## config.mk

```make
export PLATFORM = sky130hd
export DESIGN_NAME = drowsy_line_ctrl
export DESIGN_NICKNAME = d
export VERILOG_FILES = /design/src/rtl/drowsy_pkg.sv /design/src/rtl/drowsy_window_timer.sv /design/src/rtl/drowsy_wake_seq.sv /design/src/rtl/drowsy_line_state.sv /design/src/rtl/drowsy_line_ctrl.sv
export SDC_FILE = /design/constraint.sdc
export NUM_CORES = 1
export LEC_CHECK = 0
export BUFFER_PORTS_ARGS = -buffer_cell sky130_fd_sc_hd__buf_2
export CAP_MARGIN = 20
export CORE_MARGIN = 4
export CORE_UTILIZATION = 50
export CTS_CLUSTER_DIAMETER = 80
export DETAILED_ROUTE_END_ITERATION = 10
export GPL_ROUTABILITY_DRIVEN = 0
export PLACE_DENSITY_LB_ADDON = 0.08
export SKIP_CTS_REPAIR_TIMING = 1
export SYNTH_ARGS = -nofsm -noshare
export SYNTH_HDL_FRONTEND = slang
export SYNTH_SLANG_ARGS = --single-unit
export TNS_END_PERCENT = 1
```

## constraint.sdc

```tcl
create_clock -name clk_i -period 2.2 [get_ports clk_i]
set_clock_uncertainty 0.15 [all_clocks]
set_input_delay 0 -clock clk_i [delete_from_list [all_inputs] [get_ports clk_i]]
set_output_delay 0 -clock clk_i [all_outputs]
set_load 0.05 [all_outputs]
```

## src/rtl/drowsy_pkg.sv

```systemverilog
package drowsy_pkg;
  typedef enum logic {
    WS_IDLE = 1'b0,
    WS_WAKE = 1'b1
  } wake_state_e;
endpackage

```

## src/rtl/drowsy_window_timer.sv

```systemverilog
module drowsy_window_timer #(
  parameter int WINDOW = 4000
) (
  input  logic clk_i,
  input  logic rst_ni,
  output logic tick_o
);
  localparam int WIN_W = $clog2(WINDOW);

  logic [WIN_W-1:0] cnt_q;

  assign tick_o = (cnt_q == WIN_W'(WINDOW - 1));

  always_ff @(posedge clk_i or negedge rst_ni) begin
    if (!rst_ni)     cnt_q <= '0;
    else if (tick_o) cnt_q <= '0;
    else             cnt_q <= cnt_q + 1'b1;
  end
endmodule

```

## src/rtl/drowsy_wake_seq.sv

```systemverilog
module drowsy_wake_seq
  import drowsy_pkg::*;
#(
  parameter int WAKE_LAT = 2,
  parameter int LINE_W   = 4,
  parameter int CNT_W    = 8
) (
  input  logic              clk_i,
  input  logic              rst_ni,
  input  logic              start_i,
  input  logic [LINE_W-1:0] line_i,
  output logic              busy_o,
  output logic              done_o,
  output logic [LINE_W-1:0] done_line_o,
  output logic [CNT_W-1:0]  wake_count_o
);
  localparam int WCNT_W = $clog2(WAKE_LAT + 1);

  wake_state_e       state_q;
  logic [WCNT_W-1:0] wcnt_q;
  logic [LINE_W-1:0] line_q;
  logic [CNT_W-1:0]  cnt_q;

  assign busy_o       = (state_q == WS_WAKE);
  assign done_o       = busy_o && (wcnt_q == '0);
  assign done_line_o  = line_q;
  assign wake_count_o = cnt_q;

  always_ff @(posedge clk_i or negedge rst_ni) begin
    if (!rst_ni) begin
      state_q <= WS_IDLE;
      wcnt_q  <= '0;
      line_q  <= '0;
      cnt_q   <= '0;
    end else begin
      unique case (state_q)
        WS_IDLE: if (start_i) begin
          state_q <= WS_WAKE;
          wcnt_q  <= WCNT_W'(WAKE_LAT - 1);
          line_q  <= line_i;
          if (cnt_q != '1) cnt_q <= cnt_q + 1'b1;
        end
        WS_WAKE: begin
          if (wcnt_q == '0) state_q <= WS_IDLE;
          else              wcnt_q  <= wcnt_q - 1'b1;
        end
        default: state_q <= WS_IDLE;
      endcase
    end
  end
endmodule

```

## src/rtl/drowsy_line_state.sv

```systemverilog
module drowsy_line_state #(
  parameter int LINES  = 16,
  parameter int LINE_W = 4
) (
  input  logic              clk_i,
  input  logic              rst_ni,
  input  logic              tick_i,
  input  logic              acc_i,
  input  logic [LINE_W-1:0] acc_line_i,
  input  logic              wake_i,
  input  logic [LINE_W-1:0] wake_line_i,
  output logic [LINES-1:0]  drowsy_o
);
  logic [LINE_W-1:0] mru_q, mru_d;
  logic              mru_vld_q, mru_vld_d;

  // exemption follows an access that completes on the window edge
  assign mru_d     = acc_i ? acc_line_i : mru_q;
  assign mru_vld_d = acc_i | mru_vld_q;

  always_ff @(posedge clk_i or negedge rst_ni) begin
    if (!rst_ni) begin
      mru_q     <= '0;
      mru_vld_q <= 1'b0;
    end else begin
      mru_q     <= mru_d;
      mru_vld_q <= mru_vld_d;
    end
  end

  for (genvar g = 0; g < LINES; g++) begin : g_line
    logic q;
    always_ff @(posedge clk_i or negedge rst_ni) begin
      if (!rst_ni)                                      q <= 1'b0;
      else if (wake_i && wake_line_i == LINE_W'(g))     q <= 1'b0;
      else if (tick_i) q <= !(mru_vld_d && mru_d == LINE_W'(g));
    end
    assign drowsy_o[g] = q;
  end
endmodule

```

## src/rtl/drowsy_line_ctrl.sv

```systemverilog
module drowsy_line_ctrl #(
  parameter int NUM_SETS = 8,
  parameter int NUM_WAYS = 2,
  parameter int WINDOW   = 4000,
  parameter int WAKE_LAT = 2,
  parameter int CNT_W    = 8,
  localparam int LINES   = NUM_SETS * NUM_WAYS,
  localparam int IDX_W   = $clog2(NUM_SETS),
  localparam int WAY_W   = $clog2(NUM_WAYS)
) (
  input  logic             clk_i,
  input  logic             rst_ni,
  input  logic             req_valid_i,
  input  logic [IDX_W-1:0] req_index_i,
  input  logic [WAY_W-1:0] req_way_i,
  output logic             req_ready_o,
  output logic [LINES-1:0] drowsy_o,
  output logic             wake_done_o,
  output logic [CNT_W-1:0] wake_count_o
);
  localparam int LINE_W = $clog2(LINES);

  logic [LINE_W-1:0] req_line, done_line;
  logic              tick, busy, start, acc;

  assign req_line    = LINE_W'(req_index_i) * LINE_W'(NUM_WAYS) + LINE_W'(req_way_i);
  assign start       = req_valid_i && !busy && drowsy_o[req_line];
  assign req_ready_o = !busy && !(req_valid_i && drowsy_o[req_line]);
  assign acc         = req_valid_i && req_ready_o;

  drowsy_window_timer #(.WINDOW(WINDOW)) i_timer (
    .clk_i (clk_i),
    .rst_ni(rst_ni),
    .tick_o(tick)
  );

  drowsy_wake_seq #(
    .WAKE_LAT(WAKE_LAT),
    .LINE_W  (LINE_W),
    .CNT_W   (CNT_W)
  ) i_wake (
    .clk_i       (clk_i),
    .rst_ni      (rst_ni),
    .start_i     (start),
    .line_i      (req_line),
    .busy_o      (busy),
    .done_o      (wake_done_o),
    .done_line_o (done_line),
    .wake_count_o(wake_count_o)
  );

  drowsy_line_state #(
    .LINES (LINES),
    .LINE_W(LINE_W)
  ) i_state (
    .clk_i      (clk_i),
    .rst_ni     (rst_ni),
    .tick_i     (tick),
    .acc_i      (acc),
    .acc_line_i (req_line),
    .wake_i     (wake_done_o),
    .wake_line_i(done_line),
    .drowsy_o   (drowsy_o)
  );
endmodule

```

Word level (Yosys, flattened, before mapping)
Cells that the tools add are included.
{"block": "word_totals", "ff_bits": 48, "input_bits": 7, "out_inout_bits": 26, "wordCells": 184}
{"block": "classes", "addsub": 4, "n_lt_le_gt_ge": 1, "n_eq_ne": 34, "muxes": 42, "bitwise": 2, "n_reduce_logical": 78}
{"operator": "== test 4 bit (second input constant)", "n": 16}
{"operator": "logical AND 1 bit", "n": 38}
{"operator": "2-to-1 mux 1 bit", "n": 35}
{"operator": "== test 4 x 3 -> 1 bit (second input constant)", "n": 8}
{"operator": "nonzero test 2 bit", "n": 16}
{"operator": "zero test 1 bit", "n": 18}
{"operator": "== test 4 x 2 -> 1 bit (second input constant)", "n": 4}
{"operator": "adder 12 x 1 -> 12 bit (second input constant)", "n": 1}
{"operator": "== test 12 bit (second input constant)", "n": 1}
{"operator": "2-to-1 mux 12 bit", "n": 1}
{"operator": "adder 8 x 1 -> 8 bit (second input constant)", "n": 1}
{"operator": "== test 4 x 1 -> 1 bit (second input constant)", "n": 2}
{"operator": "zero test 4 bit", "n": 2}
{"operator": "!= test 8 bit (second input constant)", "n": 1}
{"operator": "< comparator 4 x 5 -> 1 bit (second input constant)", "n": 1}
{"operator": "adder 4 x 1 -> 4 bit", "n": 1}
{"operator": "binary-select mux 1 bit (select 4 bit)", "n": 1}
{"operator": "2-to-1 mux 2 bit", "n": 2}
{"operator": "2-to-1 mux 4 bit", "n": 1}
{"operator": "case mux 2 bit (2 select lines)", "n": 1}
{"operator": "AND reduction 2 bit", "n": 2}
{"operator": "AND reduction 3 bit", "n": 1}
{"operator": "zero test 2 bit", "n": 1}
{"operator": "!= test 2 x 1 -> 1 bit (second input constant)", "n": 1}
{"operator": "5 further kinds", "n": 5}

Depth between registers and ports, before layout
Gate-level depths: netlist of run 1.
{"block": "depth", "ltp_word": 13, "ltp_mapped": 8, "mapped_depth_nobuf": 8}

Hierarchy
Synthesis of run 1 repeated with hierarchy kept, for this count alone.
{"block": "unflattened", "hier_cells": 254, "hier_area_um2": 2685.1}
{"mod": "drowsy_line_state", "n_inst": 1, "cells_each": 114, "area_per_inst_um2": 1168.6, "seq_area_each_um2": 525.5}
{"mod": "drowsy_wake_seq", "n_inst": 1, "cells_each": 57, "area_per_inst_um2": 706.9, "seq_area_each_um2": 375.4}
{"mod": "drowsy_window_timer", "n_inst": 1, "cells_each": 55, "area_per_inst_um2": 576.8, "seq_area_each_um2": 300.3}
{"mod": "drowsy_line_ctrl", "n_inst": 1, "cells_each": 28, "area_per_inst_um2": 232.7, "seq_area_each_um2": 0.0}

Worst setup path after synthesis of run 1
OpenSTA, ideal clock, no wires.
{"block": "synth_timing", "path_kind": "register to register", "startpoint": "reg i_wake.cnt_q[0] (netlist: i_wake.wake_count_o[0])", "endpoint": "reg i_wake.cnt_q[1] (netlist: i_wake.wake_count_o[1])", "setup_ns": 0.125, "arrival_time_ns": 2.100, "required_time_ns": 1.925, "slack_ns": -0.175, "path_stages_with_launch": 7, "n_path_buf": 0, "period_less_slack_ns": 2.375, "cell_sequence": "dfrtp_1 ha_1 nand3_1 nor2_1 and4bb_2 nor2_2 mux2_2"}
{"block": "synth_via", "elab_chain_cells": 2, "elab_cells_between_ends": 3, "classes_between": "add/sub (1); eq/ne (1); reduce/logical (1)"}
{"element": "from (decl)", "line_no": "drowsy_wake_seq.sv:22", "rtl": "logic [CNT_W-1:0] cnt_q;"}
{"element": "from (signal assigned)", "line_no": "drowsy_wake_seq.sv:41", "rtl": "if (cnt_q != '1) cnt_q <= cnt_q + 1'b1;"}
{"element": "parallel branches: the longest is 2 deep, another holds adder 8 x 1 -> 8 bit"}
Parallel ways; which one is timed is not known.
A chain may end at the register's enable or synchronous reset.

Final worst setup path of run 1
{"block": "layout_timing", "startpoint": "reg i_state.g_line[12].q", "endpoint": "out req_ready_o"}
{"block": "layout_via", "elab_chain_cells": 5}
{"element": "from (decl)", "line_no": "drowsy_line_state.sv:32", "rtl": "logic q;"}
{"element": "from (signal assigned)", "line_no": "drowsy_line_state.sv:36", "rtl": "else if (tick_i) q <= !(mru_vld_d && mru_d == LINE_W'(g));"}
{"element": "binary-select mux 1 bit (select 4 bit)", "line_no": "drowsy_line_ctrl.sv:28", "rtl": "assign req_ready_o = !busy && !(req_valid_i && drowsy_o[req_line]);"}
{"element": "2-to-1 mux 1 bit (not written as such)", "line_no": "drowsy_line_ctrl.sv:28"}
{"element": "logical AND 1 bit", "line_no": "drowsy_line_ctrl.sv:28"}
{"element": "zero test 1 bit", "line_no": "drowsy_line_ctrl.sv:28"}
{"element": "logical AND 1 bit", "line_no": "drowsy_line_ctrl.sv:28"}
{"element": "to (decl)", "line_no": "drowsy_line_ctrl.sv:16", "rtl": "output logic req_ready_o,"}
Every way passes these cells. The select of a mux whose other input is x is not followed.

==> results of run 1 <==
[cells in the mapped netlist, types with 2 or more instances]
cell and instances:
nor2b_1 8, nand3_1 15, or2_2 2, nand2b_1 3, ha_1 3, or3_1 3, nor4_2 3, a31oi_1 4
nor3b_1 3, nor3_2 3, nor4_4 2, mux2_2 6, nand2_1 22, xor2_1 10, buf_4 16, a21oi_1 17
xnor2_1 6, nand4_1 4, clkbuf_1 8, inv_1 9, nor3_1 2, nand3b_1 4, mux2i_1 7, o221ai_1 16
o21ai_0 9, and2_1 2, dfrtp_1 48, nor2_1 19
[metal layers]
layer	track usage (%)	share of wire, %	up-vias
li1	-	-	994
met1	28.3	47	1000
met2	31.0	45	75
met3	5.10	7.1	6
met4	4.90	1.1	0
met5	0	0	-
[where the power goes]
part | leakage (nW) | total (mW) | internal [mW] | switching, mW
clock | 0.0552 | 0.629 | 0.338 | 0.291
combinational | 0.692 | 0.742 | 0.259 | 0.483
sequential | 0.612 | 1.21 | 1.01 | 0.200
[path summary, 6_finish.rpt]
kind / startpoint / end / slack (ns) / depth (start not counted)
min in group asynchronous: rst_ni / i_state.g_line[2].q / 0.13 / 2
setup reg to reg: i_state.g_line[12].q / i_wake.done_line_o[2] / 0.09 / 6
hold reg to reg: i_wake.wake_count_o[6] / i_wake.wake_count_o[6] / 0.33 / 1
setup / recovery: i_state.g_line[12].q / req_ready_o / 0.07 / 6
max in group asynchronous: rst_ni / i_wake.wake_count_o[5] / 1.13 / 3
hold / removal: req_index_i[2] / i_state.mru_q[3] / -0.07 / 3
[metrics by stage]
| stage | setup slack, ns | setup TNS (ns) | hold slack (ns) | instances |
|---|---|---|---|---|
| 6_report | 0.0738 | 0 | -0.0687 | 366 |
| 5_1_grt | -0.0264 | -0.0840 | -0.0464 | 366 |
| 4_1_cts | 0.0375 | 0 | -0.383 | 363 |
| 3_5_place_dp | 0.0862 | 0 | -0.0587 | 355 |
| 3_3_place_gp | 0.0892 | 0 | -0.0616 | 355 |
| 2_1_floorplan | 0.0736 | 0 | -0.446 | 267 |
[placed cells by master (no fill, tap or decap), types with 4 or more instances in the layout]
| cell type | count |
|---|---|
| mux2_2 | 6 |
| nor2b_1 | 8 |
| o221ai_1 | 16 |
| a31oi_1 | 4 |
| buf_4 | 12 |
| o21ai_0 | 9 |
| a21oi_1 | 15 |
| nand4_1 | 4 |
| dfrtp_1 | 42 |
| nor2_1 | 18 |
| nor3_2 | 4 |
| inv_1 | 9 |
| nand3b_1 | 4 |
| xnor2_1 | 6 |
| dfrtp_2 | 6 |
| clkbuf_8 | 5 |
| nand3_1 | 15 |
| nand2_1 | 21 |
| mux2i_1 | 7 |
| buf_2 | 31 |
| xor2_1 | 10 |
[cell families after synthesis]
kind of cell	after synthesis	share of synthesized area, %
simple gates	99	21.5
compound gates	52	13.0
flops	48	45.0
buf+inv	35	7.88
xor+xnor	16	5.25
mux	14	6.00
fa+ha+maj	3	1.41
[cell type report]
class	count	share of cell area, %
Inverter	9	1.12
Sequential cell	48	40.0
Multi-Input combinational cell	184	43.0
Clock inverter	2	1.16
Timing Repair Buffer	47	9.48
Tap cell	70	2.90
Clock buffer	6	2.40
[worst register-to-register path, delay by kind of cell, from the launching register on]
family / cells / cell delay (ns)
flops: 1 / 0.38
simple gates: 2 / 0.36
compound gates: 1 / 0.05
mux: 3 / 1.05
[sequential cells by signal, indices dropped and copies added (netlist names)]
signal	cells
i_wake.busy_o	1
i_state.g_line.q	16
i_state.mru_q	4
i_wake.wcnt_q	2
i_wake.done_line_o	4
i_timer.cnt_q	12
i_wake.wake_count_o	8
i_state.mru_vld_q	1
==> flow_summary.yaml, run 1 <==
logic_synthesis:
  synthCells: 267
  synth_warnings: 0
  synthesis.nets: 277
  syn_area_sq_mm: 0.00267
  syn_avg_cell_area_sq_um: 10.0
  synth_area_leaders: "dfrtp_1, o221ai_1, buf_4, xor2_1, a21oi_1"
  synth-async-reset-ratio_pct: 100
  yosys_most_used_dff: "dfrtp_1"
  yosys.area.top_type: "dfrtp_1"
  synth_edf_count: 0
  ys_seq_area_share_pct: 45.0
  synth_seq_cells: 48
  synth_top_area_share_pct: 45.0
  ys_types: 41
run:
  cap_violations: 0
critical_path:
  slowest_delay_ns: 0.58
  slowest_stage: "mux4_2"
  crit_required_ns: 2.05
  cp.arrival_ns: 1.98
  crit_path_cell_trace: "mux2i_1 -> mux4_2 -> nor2_2 -> a21oi_2 -> o21ba_2 -> buf_4"
  worstSetupStartpointType: "register"
  end_kind: "primary output"
  path_class: "reg2out"
  critPathTopFamily: "multiplexers"
  critPathMaxFanout: 5
  path_buf_inv: 1
routing:
  wl_per_cell_microns: 16.2
  dr_total_vias: 2075
  drc: 0
  via_per_inst: 5.67
  drt_wl_total_mm: 5.92
  drtIter0Drc: 224
  ant_nets: 0
  first_pass_iters: 4
sta:
  hold_viol_final: 3
  relSlewSlack_pct: 52.3
  worst_pin_slew_ns: 0.715
  setup_viol: 0
  maxSlewViolCount: 0
  period_share_pct: 96.6
  hold_ws_ns: -0.0687
  clock.fmax_mhz: 470
  post-route-min-period_ns: 2.13
  rsz0062_at_grt: "yes"
clock_tree:
  insertion_delay_ns: 0.30
  root_buffer: "clkbuf_8"
  cts_tree: "done"
  clk_pin_slew_ns: 0.09
  cts-buffers-inserted: 5
  clock_path_buffers: 2
  cts_sinks: 48
  htree_num_levels: 2
finish:
  fin_util_pct: 58.8
  nNetsFinal: 305
  drive_gt1_share_pct: 28.7
  fill_cells: 481
  antenna_cells: 0
  seqCellArea_sq_mm: 0.00121
  area_growth_pct: 13.3
  fin_area_sq_mm: 0.00302
  multiInputGateArea_sq_mm: 0.00130
global_routing:
  grt_max_degree: 32
  grtUsageTotal_pct: 20.1
  grt_overflow: 0
  antenna_found_initial: 0
  first_global_vias: 2017
  grt_pass1_wl_mm: 10.1
power:
  leakagePower_nw: 1.36
  p_per_area_mw_per_mm2: 854
  finalPower_mw: 2.58
  peakVddDrop_uv: 815
die:
  start_util_pct: 51.9
  rows: 26
  dieWidth_microns: 81.1
  die_height_microns: 81.1
  coreArea_sq_mm: 0.00514
  die_area_sq_mm: 0.00657
  io_pins: 33
place:
  placed_cell_area_sq_mm: 0.00285
  io_buffers: 32
  dpl.hpwl_mm: 4.33
run_status:
  status: "finished, violations left"
  violations: "hold timing"
worst_hold_path:
  hold_class: "in2reg"
Note: power is estimated with default switching activity, not from simulation.
==> run 2, diff against run 1 <==
MAX_ROUTING_LAYER = met4   (was unset)
==> run 2 against run 1 <==
Register-to-register slack about the same. Final cell count unchanged. Sequential cell count unchanged. Combinational power about the same. Critical path depth unchanged. Final area unchanged. Via count about the same. Sequential share of layout area unchanged. The flow still finishes with violations (hold timing). Die area unchanged. Clock-buffer cell count unchanged. First-iteration DRC count down 18%.
==> flow_summary.yaml, run 2 (same netlist as run 1, synthesis figures left out) <==
place:
  io_buffers: 32
  dpl.hpwl_mm: 4.33
clock_tree:
  insertion_delay_ns: 0.30
  htree_num_levels: 2
  cts_sinks: 48
  clk_pin_slew_ns: 0.09
  cts-buffers-inserted: 5
  root_buffer: "clkbuf_8"
  clock_path_buffers: 2
  cts_tree: "done"
finish:
  area_growth_pct: 13.3
  fin_util_pct: 58.8
  regMostFlops: "i_state.g_line.q"
  drive_gt1_share_pct: 28.7
  final_cell_mix: "dfrtp_1, buf_2, nand2_1"
  antenna_cells: 0
  fill_cells: 481
  nNetsFinal: 305
  largest_reg_flops: 16
  final_common_cell: "dfrtp_1"
routing:
  dr_total_vias: 2073
  drtIter0Drc: 183
  drt_wl_total_mm: 5.89
  drc: 0
  ant_nets: 0
  wl_per_cell_microns: 16.1
  first_pass_iters: 4
  via_per_inst: 5.66
worst_hold_path:
  hold_class: "in2reg"
  hold_start: "req_index_i[2]"
die:
  die_height_microns: 81.1
  start_util_pct: 51.9
  rows: 26
  io_pins: 33
  dieWidth_microns: 81.1
  die_area_sq_mm: 0.00657
  coreArea_sq_mm: 0.00514
sta:
  tns_ns: 0
  period_share_pct: 96.6
  maxSlewViolCount: 0
  worst_pin_slew_ns: 0.714
  rsz0062_at_grt: "yes"
  hold_viol_final: 4
  clock.fmax_mhz: 471
  setup_viol: 0
  relSlewSlack_pct: 52.4
  post-route-min-period_ns: 2.12
  hold_ws_ns: -0.0604
run_status:
  status: "finished, violations left"
  violations: "hold timing"
critical_path:
  crit_path_cell_trace: "mux2i_1 -> mux4_2 -> nor2_2 -> a21oi_2 -> o21ba_2 -> buf_4"
  cp-startpoint: "i_state.g_line[12].q"
  path_buf_inv: 1
  reg2reg_from: "i_state.g_line[12].q"
  worstSetupStartpointType: "register"
  cp.arrival_ns: 1.97
  crit_required_ns: 2.05
  critPathTopFamily: "multiplexers"
  path_class: "reg2out"
  slowest_delay_ns: 0.58
  slowest_stage: "mux4_2"
  critPathMaxFanout: 5
  end_kind: "primary output"
power:
  p_per_area_mw_per_mm2: 853
  leakagePower_nw: 1.36
  peakVddDrop_uv: 815
  finalPower_mw: 2.58
global_routing:
  grt_max_degree: 32
  grt_overflow: 0
  antenna_found_initial: 0
  grt_pass1_wl_mm: 10.1
  grtUsageTotal_pct: 20.6
  first_global_vias: 2022
run:
  cap_violations: 0
[run 2: cell counts in the layout (fill, tap and decap cells not counted)]
No cell type changed its count.
[run 2: final timing paths]
kind	endpoint	slack [ns]	depth (start not counted)
worst max-delay path	req_ready_o	0.08	6
worst min-delay path	i_state.mru_q[3]	-0.06	3
worst max register to register	i_wake.done_line_o[2]	0.10	6
worst min register to register	i_wake.wake_count_o[6]	0.33	1
max in group asynchronous	i_wake.wake_count_o[5]	1.13	3
min in group asynchronous	i_state.g_line[2].q	0.13	2
[run 2: per-stage QoR]
stage | cells | area (sq um) | setup slack, ns
floorplan | 267 | 2680 | 0.0736
global placement | 355 | 2850 | 0.0892
detailed placement | 355 | 2850 | 0.0862
CTS | 363 | 2960 | 0.0375
global route | 366 | 3020 | -0.0269
finish | 366 | 3020 | 0.0759
[run 2: layer usage]
metal  up-vias  track usage (%)  share of wire [%]
met3         6             4.77                7.0
met1      1002             28.4                 47
met4         0             4.90                1.0
met2        70             31.0                 45
met5         -                -                  0
li1        995                -                  -
[run 2: where the power goes]
group | switching (mW) | internal (mW)
combinational | 0.485 | 0.259
clock | 0.289 | 0.338
sequential | 0.198 | 1.01
[run 2: area by class of cell]
type | instances | area [sq um] | area share, %
well taps | 70 | 87.6 | 2.90
multi-input cells | 184 | 1300 | 43.0
inverters | 9 | 33.8 | 1.12
clock inverters | 2 | 35.0 | 1.16
flip-flops and latches | 48 | 1210 | 40.0
repair buffers | 47 | 287 | 9.48
clock buffers | 6 | 72.6 | 2.40
[run 2: worst register-to-register path, stage by stage, from the launching register on]
cell and delay, ns:
dfrtp_1 0.38, mux2i_1 0.11, mux4_2 0.58, nor2_2 0.14
a21oi_2 0.05, nor2_1 0.21, mux2_2 0.36
